$ cat src/rtl/segx_pkg.sv
package segx_pkg;
  localparam int OFF_W  = 8;
  localparam int SEG_W  = 8;
  localparam int DATA_W = 8;
  localparam int PHYS_W = SEG_W + OFF_W;

  typedef logic [OFF_W-1:0]  baddr_t;
  typedef logic [SEG_W-1:0]  seg_t;
  typedef logic [DATA_W-1:0] data_t;
  typedef logic [PHYS_W-1:0] phys_t;

  typedef enum logic [2:0] {
    OP_IDLE,
    OP_PUSH,
    OP_POP,
    OP_RAM_RD,
    OP_RAM_WR,
    OP_SEG_RD,
    OP_SEG_WR
  } op_e;

  // Normal access: top bit set stays in the fixed area, otherwise banked.
  function automatic phys_t map_direct(seg_t s, baddr_t a);
    if (a[OFF_W-1]) return {{SEG_W{1'b0}}, a};
    return {s, a};
  endfunction

  // Stack access: always segment 0.
  function automatic phys_t map_stack(baddr_t p);
    return {{SEG_W{1'b0}}, p};
  endfunction

  function automatic baddr_t sp_dec(baddr_t p);
    return p - baddr_t'(1);
  endfunction

  function automatic baddr_t sp_inc(baddr_t p);
    return p + baddr_t'(1);
  endfunction
endpackage

$ cat src/rtl/segx_arbiter.sv
module segx_arbiter
  import segx_pkg::*;
#(
  parameter baddr_t SEG_ADDR = 8'hFF
) (
  input  logic   acc_req,
  input  logic   acc_we,
  input  baddr_t acc_addr,
  input  logic   push_req,
  input  logic   pop_req,
  output op_e    op
);
  always_comb begin
    op = OP_IDLE;
    if (push_req) begin
      op = OP_PUSH;
    end else if (pop_req) begin
      op = OP_POP;
    end else if (acc_req) begin
      if (acc_addr == SEG_ADDR) op = acc_we ? OP_SEG_WR : OP_SEG_RD;
      else                      op = acc_we ? OP_RAM_WR : OP_RAM_RD;
    end
  end
endmodule

$ cat src/rtl/segx_state.sv
module segx_state
  import segx_pkg::*;
#(
  parameter baddr_t RESET_SP = 8'h6F
) (
  input  logic   clk,
  input  logic   rst_n,
  input  logic   seg_wr,
  input  data_t  seg_wdata,
  input  logic   push_evt,
  input  logic   pop_evt,
  output seg_t   seg_q,
  output baddr_t sp_q
);
  always_ff @(posedge clk or negedge rst_n) begin
    if (!rst_n) seg_q <= '0;
    else if (seg_wr) seg_q <= seg_t'(seg_wdata);
  end

  always_ff @(posedge clk or negedge rst_n) begin
    if (!rst_n) sp_q <= RESET_SP;
    else if (push_evt) sp_q <= sp_dec(sp_q);
    else if (pop_evt) sp_q <= sp_inc(sp_q);
  end
endmodule

$ cat src/rtl/segx_addr_map.sv
module segx_addr_map
  import segx_pkg::*;
(
  input  op_e    op,
  input  seg_t   seg,
  input  baddr_t sp,
  input  baddr_t acc_addr,
  input  data_t  acc_wdata,
  input  data_t  push_data,
  output logic   ram_en,
  output logic   ram_we,
  output phys_t  ram_addr,
  output data_t  ram_wdata
);
  always_comb begin
    ram_en    = 1'b0;
    ram_we    = 1'b0;
    ram_addr  = '0;
    ram_wdata = '0;
    case (op)
      OP_PUSH: begin
        ram_en    = 1'b1;
        ram_we    = 1'b1;
        ram_addr  = map_stack(sp);
        ram_wdata = push_data;
      end
      OP_POP: begin
        ram_en   = 1'b1;
        ram_addr = map_stack(sp_inc(sp));
      end
      OP_RAM_RD: begin
        ram_en   = 1'b1;
        ram_addr = map_direct(seg, acc_addr);
      end
      OP_RAM_WR: begin
        ram_en    = 1'b1;
        ram_we    = 1'b1;
        ram_addr  = map_direct(seg, acc_addr);
        ram_wdata = acc_wdata;
      end
      default: ;
    endcase
  end
endmodule

$ cat src/rtl/segx_read_return.sv
module segx_read_return
  import segx_pkg::*;
(
  input  logic  clk,
  input  logic  rst_n,
  input  logic  ram_rd_evt,
  input  logic  seg_rd_evt,
  input  seg_t  seg,
  input  data_t ram_rdata,
  output logic  rd_valid,
  output data_t rd_data
);
  logic  pend_q;
  logic  from_seg_q;
  seg_t  snap_q;

  always_ff @(posedge clk or negedge rst_n) begin
    if (!rst_n) begin
      pend_q     <= 1'b0;
      from_seg_q <= 1'b0;
      snap_q     <= '0;
    end else begin
      pend_q     <= ram_rd_evt | seg_rd_evt;
      from_seg_q <= seg_rd_evt;
      if (seg_rd_evt) snap_q <= seg;
    end
  end

  assign rd_valid = pend_q;
  assign rd_data  = !pend_q ? '0 : (from_seg_q ? data_t'(snap_q) : ram_rdata);
endmodule

$ cat src/rtl/seg_addr_ext.sv
module seg_addr_ext
  import segx_pkg::*;
#(
  parameter logic [7:0] RESET_SP = 8'h6F,
  parameter logic [7:0] SEG_ADDR = 8'hFF
) (
  input  logic        clk,
  input  logic        rst_n,
  input  logic        acc_req,
  input  logic        acc_we,
  input  logic [7:0]  acc_addr,
  input  logic [7:0]  acc_wdata,
  input  logic        push_req,
  input  logic        pop_req,
  input  logic [7:0]  push_data,
  output logic        ram_en,
  output logic        ram_we,
  output logic [15:0] ram_addr,
  output logic [7:0]  ram_wdata,
  input  logic [7:0]  ram_rdata,
  output logic        rd_valid,
  output logic [7:0]  rd_data,
  output logic [7:0]  seg_value,
  output logic [7:0]  sp_value
);
  op_e    op;
  seg_t   seg_q;
  baddr_t sp_q;

  // Named internal events for the checker.
  logic push_evt, pop_evt, seg_wr_evt, seg_rd_evt, ram_rd_evt;

  segx_arbiter #(.SEG_ADDR(SEG_ADDR)) u_arb (
    .acc_req(acc_req), .acc_we(acc_we), .acc_addr(acc_addr),
    .push_req(push_req), .pop_req(pop_req), .op(op)
  );

  assign push_evt   = (op == OP_PUSH);
  assign pop_evt    = (op == OP_POP);
  assign seg_wr_evt = (op == OP_SEG_WR);
  assign seg_rd_evt = (op == OP_SEG_RD);
  assign ram_rd_evt = (op == OP_RAM_RD) || (op == OP_POP);

  segx_state #(.RESET_SP(RESET_SP)) u_state (
    .clk(clk), .rst_n(rst_n),
    .seg_wr(seg_wr_evt), .seg_wdata(acc_wdata),
    .push_evt(push_evt), .pop_evt(pop_evt),
    .seg_q(seg_q), .sp_q(sp_q)
  );

  segx_addr_map u_map (
    .op(op), .seg(seg_q), .sp(sp_q),
    .acc_addr(acc_addr), .acc_wdata(acc_wdata), .push_data(push_data),
    .ram_en(ram_en), .ram_we(ram_we), .ram_addr(ram_addr), .ram_wdata(ram_wdata)
  );

  segx_read_return u_ret (
    .clk(clk), .rst_n(rst_n),
    .ram_rd_evt(ram_rd_evt), .seg_rd_evt(seg_rd_evt),
    .seg(seg_q), .ram_rdata(ram_rdata),
    .rd_valid(rd_valid), .rd_data(rd_data)
  );

  assign seg_value = seg_q;
  assign sp_value  = sp_q;
endmodule

$ cat config.mk
export PLATFORM = sky130hd
export DESIGN_NAME = seg_addr_ext
export DESIGN_NICKNAME = d
export VERILOG_FILES = /design/src/rtl/segx_pkg.sv /design/src/rtl/segx_arbiter.sv /design/src/rtl/segx_state.sv /design/src/rtl/segx_addr_map.sv /design/src/rtl/segx_read_return.sv /design/src/rtl/seg_addr_ext.sv
export SDC_FILE = /design/constraint.sdc
export NUM_CORES = 1
export LEC_CHECK = 0
export ABC_AREA = 1
export BUFFER_PORTS_ARGS = -buffer_cell sky130_fd_sc_hd__buf_4
export CORE_UTILIZATION = 45
export DETAILED_ROUTE_END_ITERATION = 12
export PLACE_DENSITY = 0.77
export SYNTH_ARGS = -nofsm -noshare
export SYNTH_HDL_FRONTEND = slang
export SYNTH_SLANG_ARGS = --single-unit
$ cat constraint.sdc
create_clock -name clk -period 2.05 [get_ports clk]
set_input_delay 0.1025 -clock clk [delete_from_list [all_inputs] [get_ports clk]]
set_output_delay 0.1025 -clock clk [all_outputs]
set_load 0.01 [all_outputs]
==> qor.yml <==
floorplanning:
  rows: 23
  die_w_um: 68.4
  die_area_um2: 4680
  die_height_um: 68.4
  pin_count: 89
  start_util: 0.483
  core_area_um2: 4120
logic_synthesis:
  synth_area_um2: 1990
  synth_top_cell_area_share: 0.252
  post_synth.cell_area_avg_um2: 6.75
  yosys_warnings: 0
  syn_nets: 335
  yosys.area.top_type: "dfrtp_1"
  syn_inst: 294
  yosysSeqAreaShare: 0.331
  synthTopCellsByArea: "dfrtp_1 (25%), nand2_1 (17%), dfstp_2 (7.9%)"
  yosysUniqueCellTypes: 25
  ys_ff_latch: 26
cells_and_area:
  drive_gt1_frac: 0.359
  fillers: 360
  antennaDiodeCount: 0
  layout_common_cells: "buf_4 (94), nand2_1 (88), inv_1 (41), nor2_1 (33), nand3_1 (30)"
  fin_nets: 429
  final_common_cell: "buf_4"
  syn_to_final_growth_pct: 42.3
timing:
  tightestPinTransition_ns: 0.400
  min_period_ns: 1.90
  fin_setup_tns_ns: 0
  drv_slew: 0
  grt_setup_unrepaired: "false"
  max_clock_freq_mhz: 526
  skew_ns: 0.0130
  finalHoldViolCount: 0
  setup_viol: 0
  period_share: 0.928
  slew_headroom: 0.732
setup_path:
  worstPathArrival_ns: 1.80
  cp.required_ns: 1.95
  regToRegStartpoint: "u_state.sp_q[1]"
  worstSetupPathType: "reg2out"
  critPathLaunchType: "flop"
  timing.critical_path.fanout_max: 7
  crit_start: "u_state.sp_q[1]"
  r2r_setup_slack_ns: 0.48
  r2r_cells: 10
  endpoint: "ram_addr[6]"
  reg2reg_to: "u_state.sp_q[6]"
  end_kind: "output port"
power:
  p_int_mw: 1.54
  net-switching-power_mw: 1.04
  combPwrFrac: 0.474
  power_mw: 2.59
  power_frac_seq: 0.362
  p_sw_frac: 0.403
  ir_worst_vdd_uv: 835
  leakagePower_nw: 1.59
  clkPwrFrac: 0.164
  power.density_nw_per_um2: 916
global_route:
  grt_use_met2: 0.413
  antenna_found_initial: 0
  grt_max_degree: 27
  grt_pass1_wl_mm: 8.38
  grt_overflow: 0
  met1_usage: 0.324
  grt_pass1_vias: 1818
  use_met3: 0.0300
  grt_usage: 0.239
  grt_busiest_layer: "met2"
clocking:
  numCtsBuffers: 3
  path_clk_slew_ns: 0.10
  cts_tree: "built"
  clock-sinks: 26
  clk_latency_ns: 0.27
  htree_num_levels: 1
  ctsLongestPathBuffers: 2
  cts_root_buf: "clkbuf_8"
routing:
  dr.pass1.iters: 4
  wl_mm: 5.59
  first_iter_violations: 99
  vias: 2191
  drt-wirelength-per-cell_um: 12.8
  ant_nets: 0
  drc: 0
  via_per_inst: 5.01
place:
  gp_congestion: 0.886
  place_hpwl_mm: 4.28
  port_buffers: 88
run:
  drv_cap: 0
status:
  outcome: "finished, final reports clean"
hold_path:
  min_path_type: "in2reg"
-- power groups by stage --
stage	Combinational (mW)	Sequential (mW)	Clock [mW]
CTS	1.22	0.935	0.429
floorplan	0.735	0.887	0
detailed placement	1.21	0.943	0
global placement	1.19	0.938	0
finish	1.23	0.938	0.424
global route	1.38	0.967	0.453
-- synthesized netlist by cell type --
library cell  count
o21ai_0          12
nand4_1           8
o21ai_2          16
nor3_1            1
nand2_1          88
nor2_4            1
nand3_1          31
dfrtp_1          20
inv_1            41
clkbuf_1          1
dfstp_2           6
nand3_2           2
ha_1              3
nor2_2            1
nand2_4           2
o21ai_1           8
or2_2             2
clkinv_4          1
buf_2             4
nor2_1           33
buf_6             3
nand3_4           2
nand2_2           3
inv_2             1
xor2_1            4
-- repair_timing --
item | CTS | global route
endpoints found under the hold margin | 20 | 0
hold buffers | 1 | 0
setup endpoints to repair | 0 | 12
resized for setup | 0 | 5
buffers inserted | 0 | 4
-- registers in the layout (all words and copies together) (netlist names) --
signal	count
u_ret.snap_q	8
u_state.seg_q	8
u_state.sp_q	8
u_ret.from_seg_q	1
u_ret.rd_valid	1
-- logic make-up (layout without fill, tap and decap cells) --
group	Yosys count	after routing	synth area share
adders and majority gates	3	3	0.0189
AOI/OAI and AO/OA	36	36	0.121
DFF	26	26	0.331
buffers and inverters	51	143	0.113
and+or+nand+nor	174	175	0.398
xor gates and xnor gates	4	4	0.0176
-- critical path: stages (launching register included) --
cell	delay (ns)
dfstp_2	0.62
ha_1	0.23
nand2_1	0.09
nor2_1	0.14
nand2_1	0.06
nand2_1	0.05
nand2_1	0.04
nand2_1	0.08
nand3_1	0.08
buf_4	0.14
-- how the worst min path moves through the flow --
stage	start	endpoint	slack, ns	depth (start not counted)
after CTS	acc_wdata[4]	u_state.seg_q[4]	0.10	3
final	acc_wdata[4]	u_state.seg_q[4]	0.1	3
after global placement	rst_n	u_state.seg_q[1]	0.03	1
after floorplan	rst_n	u_ret.from_seg_q	-0.19	0
after detailed placement	rst_n	u_state.sp_q[7]	0.03	1
after global routing	acc_wdata[0]	u_state.seg_q[0]	0.12	3
-- final cells by class --
type                    instances  area, µm²  share of cell area
multi-input cells             218       1130               0.401
repair buffers                 96        736               0.260
flip-flops and latches         26        658               0.233
inverters                      43        166              0.0589
well taps                      50       62.6              0.0221
clock buffers                   3       41.3              0.0146
clock inverters                 1       30.0              0.0106
-- through the flow --
stage	setup slack, ns	util	cells	hold WS (ns)	cell area, µm²
2_1_floorplan	0.437	-	294	-0.193	1990
3_3_place_gp	0.174	0.653	427	0.0256	2690
3_5_place_dp	0.107	0.653	427	0.0272	2690
4_1_cts	0.107	0.673	432	0.104	2770
5_1_grt	0.0141	0.687	437	0.116	2830
6_report	0.148	0.687	437	0.0981	2830
-- routing by layer --
layer  vias to the layer above  routed length [µm]
li1                       1120                   -
met1                      1000                2510
met2                        69                2750
met3                         2                 311
met4                         0                  21
met5                         -                   0
Power figures use the tool's default switching activity.
